`src/rtl/ccsm_pkg.sv`:
```
package ccsm_pkg;
  typedef enum logic [1:0] {
    ST_IDLE = 2'd0,
    ST_PEND = 2'd1,
    ST_SEND = 2'd2
  } ccsm_state_e;
endpackage

```
`src/rtl/ccsm_token_tx.sv`:
```
module ccsm_token_tx #(
  parameter int unsigned W = 5,
  parameter logic [W-1:0] PATTERN = 5'b00001
) (
  input  logic clk,
  input  logic rst_n,
  input  logic start,
  output logic busy,
  output logic last,
  output logic tok_bit
);
  localparam int unsigned CW = (W > 1) ? $clog2(W) : 1;
  localparam logic [CW-1:0] IDX_LAST = CW'(W - 1);

  logic [CW-1:0] cnt, cnt_nxt;
  logic          busy_nxt;
  logic          cnt_en;

  assign cnt_en = busy | start;
  assign last   = busy & (cnt == IDX_LAST);

  always_comb begin
    cnt_nxt  = cnt;
    busy_nxt = busy;
    if (busy) begin
      if (cnt == IDX_LAST) begin
        busy_nxt = 1'b0;
        cnt_nxt  = '0;
      end else begin
        cnt_nxt = cnt + 1'b1;
      end
    end else if (start) begin
      busy_nxt = 1'b1;
      cnt_nxt  = '0;
    end
  end

  always_ff @(posedge clk or negedge rst_n) begin
    if (!rst_n) begin
      busy <= 1'b0;
      cnt  <= '0;
    end else if (cnt_en) begin
      busy <= busy_nxt;
      cnt  <= cnt_nxt;
    end
  end

  always_comb begin
    tok_bit = busy ? PATTERN[IDX_LAST - cnt] : 1'b1;
  end

  // once started, the token runs without a gap until its last bit
  assert_token_contiguous_R3: assert property (@(posedge clk) disable iff (!rst_n)
    (busy && !last) |=> busy);
  // the line is released right after the last bit
  assert_token_release_R3: assert property (@(posedge clk) disable iff (!rst_n)
    last |=> !busy);
endmodule

```
`src/rtl/ccsm_ctrl.sv`:
```
module ccsm_ctrl
  import ccsm_pkg::*;
(
  input  logic clk,
  input  logic rst_n,
  input  logic launch,
  input  logic dis_req,
  input  logic line_i,
  input  logic tx_busy,
  input  logic tx_last,
  output logic tx_start,
  output logic pending,
  output logic allowed,
  output logic irq_sig,
  output logic irq_done
);
  ccsm_state_e state, state_nxt;
  logic        sig_nxt, done_nxt;

  always_comb begin
    state_nxt = state;
    sig_nxt   = 1'b0;
    done_nxt  = 1'b0;
    tx_start  = 1'b0;
    unique case (state)
      ST_IDLE: begin
        if (dis_req) begin
          state_nxt = ST_SEND;
          tx_start  = 1'b1;
        end else if (launch) begin
          state_nxt = ST_PEND;
        end
      end
      ST_PEND: begin
        if (!line_i) sig_nxt = 1'b1;
        if (dis_req) begin
          state_nxt = ST_SEND;
          tx_start  = 1'b1;
        end else if (!line_i) begin
          state_nxt = ST_IDLE;
        end
      end
      ST_SEND: begin
        if (tx_last) begin
          state_nxt = ST_IDLE;
          done_nxt  = 1'b1;
        end
      end
      default: state_nxt = ST_IDLE;
    endcase
  end

  always_ff @(posedge clk or negedge rst_n) begin
    if (!rst_n) begin
      state    <= ST_IDLE;
      irq_sig  <= 1'b0;
      irq_done <= 1'b0;
    end else begin
      state    <= state_nxt;
      irq_sig  <= sig_nxt;
      irq_done <= done_nxt;
    end
  end

  assign pending = (state == ST_PEND);
  assign allowed = (state == ST_IDLE);

  // the sending state and the token shifter agree
  assert_send_matches_tx_R3: assert property (@(posedge clk) disable iff (!rst_n)
    (state == ST_SEND) == tx_busy);
  // the end of the token produces the done pulse
  assert_done_after_token_R4: assert property (@(posedge clk) disable iff (!rst_n)
    tx_last |=> (irq_done && state == ST_IDLE));
  // no signal interrupt comes from the sending state
  assert_no_sig_in_send_R6: assert property (@(posedge clk) disable iff (!rst_n)
    (state == ST_SEND) |=> !irq_sig);
  // the signal interrupt lasts one cycle
  assert_sig_single_R5: assert property (@(posedge clk) disable iff (!rst_n)
    irq_sig |=> !irq_sig);
  // the done interrupt lasts one cycle
  assert_done_single_R4: assert property (@(posedge clk) disable iff (!rst_n)
    irq_done |=> !irq_done);
endmodule

```
`src/rtl/ccs_line_guard.sv`:
```
module ccs_line_guard #(
  parameter int unsigned TOKEN_W = 5,
  parameter logic [TOKEN_W-1:0] TOKEN_BITS = 5'b00001,
  parameter int unsigned SYNC_STAGES = 2
) (
  input  logic clk,
  input  logic rst_n,
  input  logic cs_launch,
  input  logic cs_disable_req,
  input  logic cmd_req,
  input  logic cmd_line_i,
  output logic cmd_line_o,
  output logic cmd_line_oe,
  output logic cmd_allowed,
  output logic cmd_grant,
  output logic irq_sig,
  output logic irq_done
);
  logic [SYNC_STAGES-1:0] rst_pipe;
  logic rst_n_i;
  logic tx_start, tx_busy, tx_last, tx_bit, pending;

  always_ff @(posedge clk or negedge rst_n) begin
    if (!rst_n) rst_pipe <= '0;
    else        rst_pipe <= {rst_pipe[SYNC_STAGES-2:0], 1'b1};
  end
  assign rst_n_i = rst_pipe[SYNC_STAGES-1];

  ccsm_ctrl u_ctrl (
    .clk      (clk),
    .rst_n    (rst_n_i),
    .launch   (cs_launch),
    .dis_req  (cs_disable_req),
    .line_i   (cmd_line_i),
    .tx_busy  (tx_busy),
    .tx_last  (tx_last),
    .tx_start (tx_start),
    .pending  (pending),
    .allowed  (cmd_allowed),
    .irq_sig  (irq_sig),
    .irq_done (irq_done)
  );

  ccsm_token_tx #(
    .W       (TOKEN_W),
    .PATTERN (TOKEN_BITS)
  ) u_tx (
    .clk     (clk),
    .rst_n   (rst_n_i),
    .start   (tx_start),
    .busy    (tx_busy),
    .last    (tx_last),
    .tok_bit (tx_bit)
  );

  assign cmd_line_oe = tx_busy;
  assign cmd_line_o  = tx_bit;
  assign cmd_grant   = cmd_req & cmd_allowed;

  // no generic command passes while completion is pending
  assert_block_pending_R2: assert property (@(posedge clk) disable iff (!rst_n_i)
    pending |-> !cmd_grant);
  // the line is released whenever no token is being sent
  assert_idle_released_R1: assert property (@(posedge clk) disable iff (!rst_n_i)
    !cmd_line_oe |-> cmd_line_o);
endmodule

```
`config.mk`:
```
export PLATFORM = sky130hd
export DESIGN_NAME = ccs_line_guard
export DESIGN_NICKNAME = d
export VERILOG_FILES = /design/src/rtl/ccsm_pkg.sv /design/src/rtl/ccsm_token_tx.sv /design/src/rtl/ccsm_ctrl.sv /design/src/rtl/ccs_line_guard.sv
export SDC_FILE = /design/constraint.sdc
export NUM_CORES = 1
export LEC_CHECK = 0
export BUFFER_PORTS_ARGS = -buffer_cell sky130_fd_sc_hd__buf_2
export CORE_AREA = 2 2 39 41
export DETAILED_ROUTE_END_ITERATION = 8
export DIE_AREA = 0 0 41 43
export HOLD_SLACK_MARGIN = 0.1
export MAX_ROUTING_LAYER = met4
export PLACE_DENSITY = 0.63
export SKIP_CTS_REPAIR_TIMING = 1
export SLEW_MARGIN = 0
export SYNTH_ARGS = -nofsm -noshare
export SYNTH_HDL_FRONTEND = slang
export SYNTH_SLANG_ARGS = --single-unit
```
`constraint.sdc`:
```
create_clock -name clk -period 2.6 [get_ports clk]
set_clock_uncertainty 0.05 [all_clocks]
set_input_delay 0.13 -clock clk [delete_from_list [all_inputs] [get_ports clk]]
set_output_delay 0.13 -clock clk [all_outputs]
set_load 0.02 [all_outputs]
```
Word level (Yosys, flattened, before mapping) --
Memories as Yosys holds them, arrays and structs flattened. Cells that the tools add are included.
Word-level totals: input port bits 6, word-level logic and storage cells 44, output and inout port bits 6, memories kept 1, bits in latches 0, bits in registers 10, bits in writable memories 0, memory bits (read-only) 8
Memory list:
- (name not given) | depth 8, width 1, rd ports 1, clocked after memory_dff 0, wr ports 0, RTL line ccsm_token_tx.sv:49 | tok_bit = busy ? PATTERN[IDX_LAST - cnt] : 1'b1;
Operators by class: magnitude comparators 1, bitwise gates (word level) 3, multiply operators 0, eq/ne operators 6, add/subtract/negate cells 2, mux-type cells 20, reductions and logical operators 5, divide/modulo/power cells 0, shift operators 0
Operators by type and width (count):
- $mux 1 | 11
- $mux 2 | 5
- $mux 3 | 3
- $ne 3x3->1 const B | 2
- $pmux 2 s3 | 1
- $lt 3x4->1 const B | 1
- $add 3x1->3 const B | 1
- $eq 3x3->1 const B | 1
- $reduce_and 3->1 | 1
- $sub 3x3->3 const A | 1
- $and 1x1->1 | 2
- $eq 2x1->1 const B | 1
- $eq 2x2->1 const B | 1
- $logic_not 2->1 | 1
- $ne 2x2->1 const B | 1
- $reduce_and 2->1 | 1
- $reduce_bool 2->1 | 1
- $reduce_or 2->1 | 1
- $or 1x1->1 | 1

Longest topological paths before layout --
Gate-level depths: netlist of the first run.
depth in word-level cells 5, depth in mapped cells 5, gate-level depth less buffers 5

Cells and area by module --
From an unflattened synthesis of the first run, not the netlist that was laid out.
Second synthesis, totals: cells, all modules 41, area total of the unflattened synthesis 475.5 µm²
Modules (own cells, without submodules):
- ccsm_token_tx | seq. area each 100.1 µm², cells each 24, instances 1, area an instance 247.7 µm²
- ccsm_ctrl | seq. area each 100.1 µm², cells each 13, instances 1, area an instance 167.7 µm²
- ccs_line_guard | seq. area each 50.0 µm², cells each 4, instances 1, area an instance 60.1 µm²

Least setup slack after synthesis of the first run --
OpenSTA, ideal clock, no wires.
path type register to output, start point register u_tx.cnt[0], end point output port cmd_line_o, required time 2420 ps, buffers on the path 0, slack 1220 ps, data arrival time 1200 ps, stages on the path, launching flop included 5, cells stage by stage dfrtp_1 -> inv_1 -> ha_1 -> ha_1 -> o21ai_1
On the way: word-level cells in the longest chain between the ends 4
RTL lines:
- from (decl) | RTL line ccsm_token_tx.sv:15 | logic [CW-1:0] cnt, cnt_nxt;
- from (signal assigned) | RTL line ccsm_token_tx.sv:44 | cnt <= cnt_nxt;
- $sub 3x3->3 | RTL line ccsm_token_tx.sv:49
- $mem_v2 8x1
- $mux 1 (not written as such) | RTL line ccsm_token_tx.sv:49
- $mux 1 | RTL line ccsm_token_tx.sv:49
- to (decl) | RTL line ccs_line_guard.sv:12 | output logic cmd_line_o,
Every way passes these cells. The select of a mux whose other input is x is not followed.

Worst setup path after layout of the first run --
Same ends and word-level chain as after synthesis.

==> flow_metrics.py, run 1 <==
metrics = {
    "logic_synthesis": {
        "ys_ff_latch": 10,
        "synth_area_leaders": "dfrtp_1 53%, ha_1 11%, nor4bb_1 4.3%",
        "synth_top_area_share_pct": 53.3,
        "ys_seq_area_share_pct": 53.3,
        "synth_area_per_cell_sq_um": 11.4,
        "syn_nets": 51,
        "synth_area_sq_um": 469,
        "synth_cells": 41,
        "ys_warn_count": 0,
        "synth_top_cell_by_area": "dfrtp_1",
        "ys_types": 19,
    },
    "detailed_routing": {
        "vias_per_cell": 4.58,
        "dr.max_layer_used": "met4",
        "drt-met1-wl_um": 325,
        "drcViolationCount": 0,
        "wl_um": 811,
        "wl_met2_um": 440,
        "drtPass1Iterations": 4,
        "ant_nets": 0,
        "route.met3.wl_um": 31,
        "wl_per_cell_um": 11.0,
        "vias": 339,
        "drt-initial-drc-count": 2,
    },
    "placed_design": {
        "gp_congestion": 0.678,
        "dp_hpwl_um": 602,
        "dp_cells": 67,
        "io_buffer_count": 11,
    },
    "run": {
        "cap_violations": 0,
    },
    "power": {
        "ir_drop_mv": 0.388,
        "p_leak_nw": 0.300,
        "power_density_mw_per_mm2": 1070,
    },
    "grt": {
        "grt_pass1_wl_mm": 1.26,
        "grtUsageTotal_pct": 11.6,
        "grt_pass1_vias": 315,
        "overflow": 0,
        "antenna_found_initial": 0,
        "grt_max_degree": 12,
    },
    "worst_setup_path": {
        "end_kind": "output pin",
        "critPathArrivalTime_ns": 1.47,
        "ff2ff_setup_slack_ns": 1.14,
        "critical-path-slowest-cell": "dfrtp_1",
        "path_class": "reg2out",
        "worstPathRequired_ns": 2.42,
        "worstPathMaxFanout": 4,
        "cp-start-kind": "register",
        "critical_path.max_stage_delay_ns": 0.39,
        "cp_common_cell": "ha_1",
        "path_cells": "inv_1, ha_1, ha_1, o21ai_1, buf_2",
    },
    "clock_network": {
        "h-tree-depth": 1,
        "cts_tree": "yes",
        "clock_latency_ns": 0.26,
        "clk_path_buf_depth": 2,
        "clock_sinks": 10,
        "clkSlewWorstSetupHoldPaths_ns": 0.07,
        "root_buffer": "clkbuf_4",
        "cts_made_buffers": 3,
    },
    "final_layout": {
        "fill_cells": 134,
        "fin_nets": 69,
        "fin_cells": 74,
        "n_antenna_cell": 0,
        "syn_to_final_growth_pct": 27.7,
        "drive_gt1_share_pct": 25.9,
    },
    "sta": {
        "max_freq_mhz": 606,
        "final-setup-viol-count": 0,
        "drv_slew": 0,
        "final-hold-violation-count": 0,
        "tns_ns": 0,
        "timing.final.crit_share_pct": 63.4,
        "finalCriticalPeriod_ns": 1.65,
        "grt_setup_unrepaired": "false",
    },
    "floorplanning": {
        "initial_utilization_pct": 33.9,
        "die_y_um": 43,
        "core_sq_mm": 0.00138,
        "num_rows": 14,
        "die_area_sq_mm": 0.00176,
        "die_w_um": 41,
        "ios": 12,
    },
    "status": {
        "status": "completed",
    },
    "hold_path": {
        "hold_class": "reg2async",
    },
}
cells by family (layout without fill, tap and decap cells):
logic type | Yosys count | after routing | synth area share [%]
buffers and inverters | 5 | 22 | 5.60
DFF | 10 | 10 | 53.3
adders and majority gates | 4 | 4 | 10.7
AOI/OAI and AO/OA | 6 | 6 | 9.07
and+or+nand+nor | 14 | 14 | 18.4
muxes | 1 | 1 | 2.13
other | 1 | 1 | 0.799
cells in the mapped netlist:
master / n
o32ai_1: 1
inv_1: 4
o22ai_1: 1
nor4bb_1: 2
nor2b_1: 2
nand2_1: 2
and2_1: 1
o21ai_1: 2
nand2b_1: 3
mux2i_1: 1
buf_6: 1
conb_1: 1
nor3_1: 2
ha_1: 4
nor2_1: 1
a31o_1: 1
dfrtp_1: 10
a211o_1: 1
nor3b_1: 1
through the flow:
stage	hold WS [ns]	power, mW	cell area [sq um]	util [%]	setup WS (ns)
after global routing	0.108	0.695	599	43.3	0.869
final	0.0814	0.639	599	43.3	0.950
after global placement	-0.135	0.500	533	38.5	1.20
after floorplan	-0.216	0.451	469	-	1.22
after detailed placement	-0.123	0.505	533	38.5	1.15
after CTS	-0.408	0.644	569	41.1	0.932
critical path, delay by kind of cell, from the launching register on:
family	cells	cell delay [ns]
buf+inv	2	0.24
compound gates	1	0.11
flops	1	0.39
fa+ha+maj	2	0.47
area by class of cell:
type	instances	area, sq um	share of cell area [%]
Multi-Input combinational cell	26	193	32.2
Clock buffer	4	36.3	6.05
Inverter	4	15.0	2.51
Timing Repair Buffer	14	85.1	14.2
Sequential cell	10	250	41.8
Tap cell	16	20.0	3.34
cells in the final DEF (no fill, tap or decap):
master         netlist  routed
buf_2                0      11
dfrtp_1             10      10
inv_1                4       4
ha_1                 4       4
nand2b_1             3       3
clkbuf_4             0       3
dlygate4sd3_1        0       3
nand2_1              2       2
nor3_1               2       2
o21ai_1              2       2
nor2b_1              2       2
nor4bb_1             2       2
nor2_1               1       1
nor3b_1              1       1
and2_1               1       1
o32ai_1              1       1
mux2i_1              1       1
a31o_1               1       1
o22ai_1              1       1
a211o_1              1       1
clkbuf_8             0       1
conb_1               1       1
sequential cells by signal (all words and copies together) (netlist names):
| name | cells |
|---|---|
| u_tx.cnt | 3 |
| u_ctrl.irq_done | 1 |
| u_tx.busy | 1 |
| u_ctrl.irq_sig | 1 |
| rst_pipe | 2 |
| u_ctrl.state | 2 |
power by group:
| part | internal (mW) | total (mW) | switching (mW) | leakage (nW) |
|---|---|---|---|---|
| sequential | 0.200 | 0.253 | 0.0530 | 0.125 |
| combinational | 0.117 | 0.248 | 0.131 | 0.155 |
| clock | 0.0849 | 0.137 | 0.0524 | 0.0210 |
| total | 0.402 | 0.639 | 0.236 | 0.300 |
per-layer routing:
layer  GRT usage [%]  vias up
met2            16.6        7
met4            8.00        0
met1            12.4      157
met3            4.71        2
li1                -      173
met5               -        -
path summary, 6_finish.rpt:
path,start,endpoint,depth (start not counted)
setup / recovery,u_tx.cnt[0],cmd_line_o,5
hold / removal,rst_pipe[1],u_tx.cnt[2],0
setup reg to reg,u_tx.cnt[0],u_tx.cnt[2],5
hold reg to reg,rst_pipe[1],u_tx.cnt[2],0
max in group asynchronous,rst_pipe[1],u_ctrl.state[0],0
min in group clk,cs_launch,u_ctrl.state[0],3
(Power assumes the default switching activity.)
==> run 2, diff against run 1 <==
==> constraint.sdc (replaced) <==
create_clock -name clk -period 1.7 [get_ports clk]
set_clock_uncertainty 0.05 [all_clocks]
set_input_delay 0.085 -clock clk [delete_from_list [all_inputs] [get_ports clk]]
set_output_delay 0.085 -clock clk [all_outputs]
set_load 0.02 [all_outputs]
==> run 2 against run 1 <==
  * Register-to-register slack lost 0.88 ns
  * Wire length increased by 1.5%
  * Core utilization increased by 0.45 points
  * Critical path depth did not move
  * Via count rose by 2.9%
  * First-iteration DRC count rose by 100%
  * Non-clock buffer count grew 2
  * Sequential power rose by 53%
  * Design area rose by 1.0%
==> flow_metrics.py, run 2 (synthesis gave the netlist of run 1 again) <==
metrics = {
    "placed_design": {
        "io_buffer_count": 11,
        "pre_cts_ws_ns": 0.272,
        "gp_congestion": 0.683,
        "dp_hpwl_um": 640,
    },
    "worst_setup_path": {
        "r2r_end": "u_tx.cnt[2]",
        "cp_common_cell": "ha_1",
        "cp-start-kind": "register",
        "reg2reg_from": "u_tx.cnt[0]",
        "critPathArrivalTime_ns": 1.45,
        "ff2ff_setup_slack_ns": 0.26,
        "path_class": "reg2out",
        "critical-path-slowest-cell": "dfrtp_1",
        "critical_path.max_stage_delay_ns": 0.39,
        "path_cells": "inv_1, ha_1, ha_1, o21ai_1, buf_2",
        "rr_worst_depth": 5,
        "worstPathMaxFanout": 4,
        "worstPathRequired_ns": 1.56,
        "end_kind": "output pin",
    },
    "detailed_routing": {
        "vias_per_cell": 4.65,
        "wl_um": 823,
        "drcViolationCount": 0,
        "wl_per_cell_um": 11.0,
        "drtPass1Iterations": 4,
        "drt-initial-drc-count": 4,
        "ant_nets": 0,
        "vias": 349,
    },
    "clock_network": {
        "cts_tree": "yes",
        "clock_latency_ns": 0.26,
        "clk_path_buf_depth": 2,
        "h-tree-depth": 1,
        "root_buffer": "clkbuf_4",
        "clkSlewWorstSetupHoldPaths_ns": 0.06,
        "cts_made_buffers": 3,
        "clock_sinks": 10,
    },
    "floorplanning": {
        "num_rows": 14,
        "die_y_um": 43,
        "die_w_um": 41,
        "ios": 12,
        "core_sq_mm": 0.00138,
        "die_area_sq_mm": 0.00176,
        "initial_utilization_pct": 33.9,
    },
    "sta": {
        "grt_setup_unrepaired": "false",
        "final-setup-viol-count": 0,
        "max_freq_mhz": 629,
        "fin_ws_ns": 0.110,
        "final-hold-violation-count": 0,
        "tns_ns": 0,
        "whs_ns": 0.0719,
        "finalCriticalPeriod_ns": 1.59,
        "timing.final.crit_share_pct": 93.5,
        "drv_slew": 0,
    },
    "final_layout": {
        "syn_to_final_growth_pct": 29.1,
        "drive_gt1_share_pct": 23.7,
        "largest_reg_flops": 3,
        "layout_common_cells": "11 x buf_2, 10 x dfrtp_1, 5 x dlygate4sd3_1, 4 x inv_1, 4 x ha_1",
        "n_antenna_cell": 0,
        "final_common_cell": "buf_2",
        "fill_cells": 135,
        "top_regs": "u_tx.cnt x3, rst_pipe x2, u_ctrl.state x2",
        "multi_input_area_sq_um": 193,
        "regArea_sq_um": 250,
        "top_register": "u_tx.cnt",
        "fin_nets": 71,
    },
    "grt": {
        "grt_pass1_wl_mm": 1.43,
        "grt_pass1_vias": 353,
        "gr-usage-met3_pct": 3.14,
        "grt_max_degree": 12,
        "grt.busiest_layer": "met2",
        "overflow": 0,
        "antenna_found_initial": 0,
        "use_met2_pct": 18.8,
        "grtUsageTotal_pct": 13.0,
        "met1_usage_pct": 14.5,
    },
    "power": {
        "clkPwrFrac_pct": 16.7,
        "p_seq_share_pct": 41.4,
        "p_int_mw": 0.572,
        "p_leak_nw": 0.304,
        "switching_share_pct": 39.0,
        "ir_drop_mv": 0.475,
        "power.switching_mw": 0.365,
        "power_density_mw_per_mm2": 1550,
        "combPwrFrac_pct": 41.9,
    },
    "hold_path": {
        "hold_class": "reg2async",
    },
    "status": {
        "status": "completed",
    },
    "run": {
        "cap_violations": 0,
    },
}
-- run 2: cell type report --
type / count / area share (%)
Sequential cell: 10 / 41.3
Multi-Input combinational cell: 26 / 31.8
Timing Repair Buffer: 16 / 17.4
Clock buffer: 3 / 3.72
Tap cell: 16 / 3.31
Inverter: 4 / 2.48
-- run 2: worst max-delay path: cells and delay by family (launching register included) --
family / cells / cell delay, ns
buffers and inverters: 2 / 0.25
AO/OA/AOI/OAI: 1 / 0.11
adder cells (fa/ha/maj): 2 / 0.46
flip-flops: 1 / 0.39
-- run 2: how the worst max path moves through the flow --
stage                     start           to  slack, ns  cells past startpoint
floorplan           u_tx.cnt[0]   cmd_line_o       0.37                      4
global placement    u_tx.cnt[0]  u_tx.cnt[2]       0.32                      5
detailed placement  u_tx.cnt[0]  u_tx.cnt[2]       0.27                      5
CTS                 u_tx.cnt[0]   cmd_line_o       0.08                      5
global route        u_tx.cnt[0]   cmd_line_o      0.003                      5
finish              u_tx.cnt[0]   cmd_line_o       0.11                      5
-- run 2: power by group through the flow --
| stage | clock, mW | combinational, mW | sequential (mW) |
|---|---|---|---|
| after floorplan | 0 | 0.309 | 0.381 |
| after global placement | 0 | 0.377 | 0.392 |
| after detailed placement | 0 | 0.388 | 0.391 |
| after CTS | 0.166 | 0.389 | 0.388 |
| after global routing | 0.179 | 0.456 | 0.406 |
| final | 0.157 | 0.393 | 0.388 |
-- run 2: layer usage --
layer,wire [um],vias up
met2,434,7
met5,0,-
met3,24,2
met1,349,166
met4,14,0
li1,-,174
-- run 2: stage by stage --
stage                     util [%]  cell area (sq um)  std cells  power [mW]
after detailed placement      38.5                533         67       0.780
after floorplan                  -                469         41       0.690
after CTS                     40.1                556         70       0.944
after global routing          43.8                606         75        1.04
final                         43.8                606         75       0.938
after global placement        38.5                533         67       0.769
==> run 3, diff against run 2 <==
--- a/config.mk
+++ b/config.mk
@@ -12,6 +12,7 @@
 export HOLD_SLACK_MARGIN = 0.1
 export MAX_ROUTING_LAYER = met4
 export PLACE_DENSITY = 0.63
+export REMOVE_ABC_BUFFERS = 1
 export SKIP_CTS_REPAIR_TIMING = 1
 export SLEW_MARGIN = 0
 export SYNTH_ARGS = -nofsm -noshare
==> run 3 against run 2 <==
  * Via count up 1.4%
  * Hold slack improved by 0.0050 ns
  * Critical path depth unchanged
  * Sequential power barely moved
  * Critical endpoint unchanged
  * Setup slack improved by 0.036 ns
  * Clock power is 29% higher
  * First-iteration DRC count is the same
  * Wire length fell by 8.9%
==> flow_metrics.py, run 3 (synthesis gave the netlist of run 1 again) <==
metrics = {
    "status": {
        "status": "completed",
    },
    "worst_setup_path": {
        "critPathArrivalTime_ns": 1.42,
        "path_class": "reg2out",
        "worstPathMaxFanout": 3,
        "r2r_end": "u_tx.cnt[2]",
        "cp-start-kind": "register",
        "end_kind": "output pin",
        "worstPathRequired_ns": 1.56,
        "reg2reg_from": "u_tx.cnt[0]",
        "rr_worst_depth": 5,
        "ff2ff_setup_slack_ns": 0.29,
    },
    "clock_network": {
        "h-tree-depth": 1,
        "clock_sinks": 10,
        "cts_made_buffers": 3,
        "clkSlewWorstSetupHoldPaths_ns": 0.06,
        "clock_latency_ns": 0.25,
        "root_buffer": "clkbuf_4",
        "cts_tree": "yes",
        "clk_path_buf_depth": 2,
    },
    "floorplanning": {
        "die_area_sq_mm": 0.00176,
        "num_rows": 14,
        "initial_utilization_pct": 33.9,
        "die_y_um": 43,
        "ios": 12,
        "core_sq_mm": 0.00138,
        "die_w_um": 41,
    },
    "placed_design": {
        "dp_hpwl_um": 558,
        "pre_cts_ws_ns": 0.276,
        "io_buffer_count": 11,
        "gp_congestion": 0.649,
    },
    "power": {
        "power.switching_mw": 0.364,
        "power.total_mw": 1.01,
        "ir_drop_mv": 0.665,
        "clkPwrFrac_pct": 20.1,
        "p_leak_nw": 0.317,
        "switching_share_pct": 36.0,
        "p_seq_share_pct": 38.2,
        "combPwrFrac_pct": 41.8,
        "p_int_mw": 0.647,
        "power_density_mw_per_mm2": 1620,
    },
    "final_layout": {
        "largest_reg_flops": 3,
        "final_common_cell": "buf_2",
        "fill_cells": 132,
        "layout_common_cells": "11 x buf_2, 10 x dfrtp_1, 4 x inv_1, 4 x ha_1, 4 x dlygate4sd3_1",
        "syn_to_final_growth_pct": 33.1,
        "top_regs": "u_tx.cnt x3, rst_pipe x2, u_ctrl.state x2",
        "fin_nets": 72,
        "top_register": "u_tx.cnt",
        "drive_gt1_share_pct": 27.9,
        "n_antenna_cell": 0,
    },
    "sta": {
        "max_freq_mhz": 644,
        "final-hold-violation-count": 0,
        "fin_ws_ns": 0.146,
        "timing.final.crit_share_pct": 91.4,
        "grt_setup_unrepaired": "false",
        "drv_slew": 0,
        "tns_ns": 0,
        "final-setup-viol-count": 0,
        "finalCriticalPeriod_ns": 1.55,
    },
    "hold_path": {
        "hold_class": "reg2async",
    },
    "detailed_routing": {
        "vias_per_cell": 4.60,
        "wl_per_cell_um": 9.74,
        "drcViolationCount": 0,
        "drt-initial-drc-count": 4,
        "drtPass1Iterations": 4,
        "vias": 354,
        "ant_nets": 0,
        "wl_um": 750,
    },
    "grt": {
        "grt_pass1_wl_mm": 1.30,
        "overflow": 0,
        "grt_max_degree": 12,
        "antenna_found_initial": 0,
        "grt_pass1_vias": 314,
        "grtUsageTotal_pct": 11.3,
    },
    "run": {
        "cap_violations": 0,
    },
}
## run 3: cell types whose count changed in the layout (fill, tap and decap cells not counted)
cell	change
clkbuf_8	+1
dlygate4sd3_1	-1
buf_4	+2
## run 3: layout make-up
cell class / count / area, sq um / share of cell area [%]
sequential: 10 / 250 / 40.1
multi-input combinational: 26 / 193 / 30.9
timing repair buffer: 17 / 110 / 17.6
clock buffer: 4 / 36.3 / 5.81
tap: 16 / 20.0 / 3.21
inverter: 4 / 15.0 / 2.40
## run 3: critical path, cell delays in order, from the launching register on
cell     delay (ns)
dfrtp_1        0.37
inv_1          0.07
ha_1           0.19
ha_1           0.27
o21ai_1        0.10
buf_2          0.17
## run 3: stage by stage
stage          cell area, sq um  std cells  util [%]  hold slack [ns]
2_1_floorplan               458         40         -           -0.261
3_3_place_gp                533         67      38.5           -0.179
3_5_place_dp                533         67      38.5           -0.179
4_1_cts                     569         71      41.1           -0.461
5_1_grt                     624         77      45.1            0.109
6_report                    624         77      45.1           0.0769
## run 3: worst max-delay path by stage
stage           startpoint           to  cells after the start
2_1_floorplan  u_tx.cnt[0]   cmd_line_o                      4
3_3_place_gp   u_tx.cnt[0]  u_tx.cnt[2]                      5
3_5_place_dp   u_tx.cnt[0]  u_tx.cnt[2]                      5
4_1_cts        u_tx.cnt[0]   cmd_line_o                      5
5_1_grt        u_tx.cnt[0]   cmd_line_o                      5
6_report       u_tx.cnt[0]   cmd_line_o                      5
## run 3: layer usage
| metal | wire length (um) | up-vias | track usage [%] |
|---|---|---|---|
| li1 | - | 181 | - |
| met1 | 356 | 161 | 15.0 |
| met2 | 352 | 10 | 16.3 |
| met3 | 37 | 2 | 1.57 |
| met4 | 4 | 0 | 6.00 |
| met5 | 0 | - | - |
## run 3: power groups by stage
| stage | Combinational, mW | Clock (mW) | Sequential [mW] |
|---|---|---|---|
| 6_report | 0.422 | 0.203 | 0.386 |
| 5_1_grt | 0.489 | 0.229 | 0.400 |
| 4_1_cts | 0.384 | 0.216 | 0.391 |
| 3_5_place_dp | 0.382 | 0 | 0.393 |
| 3_3_place_gp | 0.374 | 0 | 0.392 |
| 2_1_floorplan | 0.267 | 0 | 0.396 |
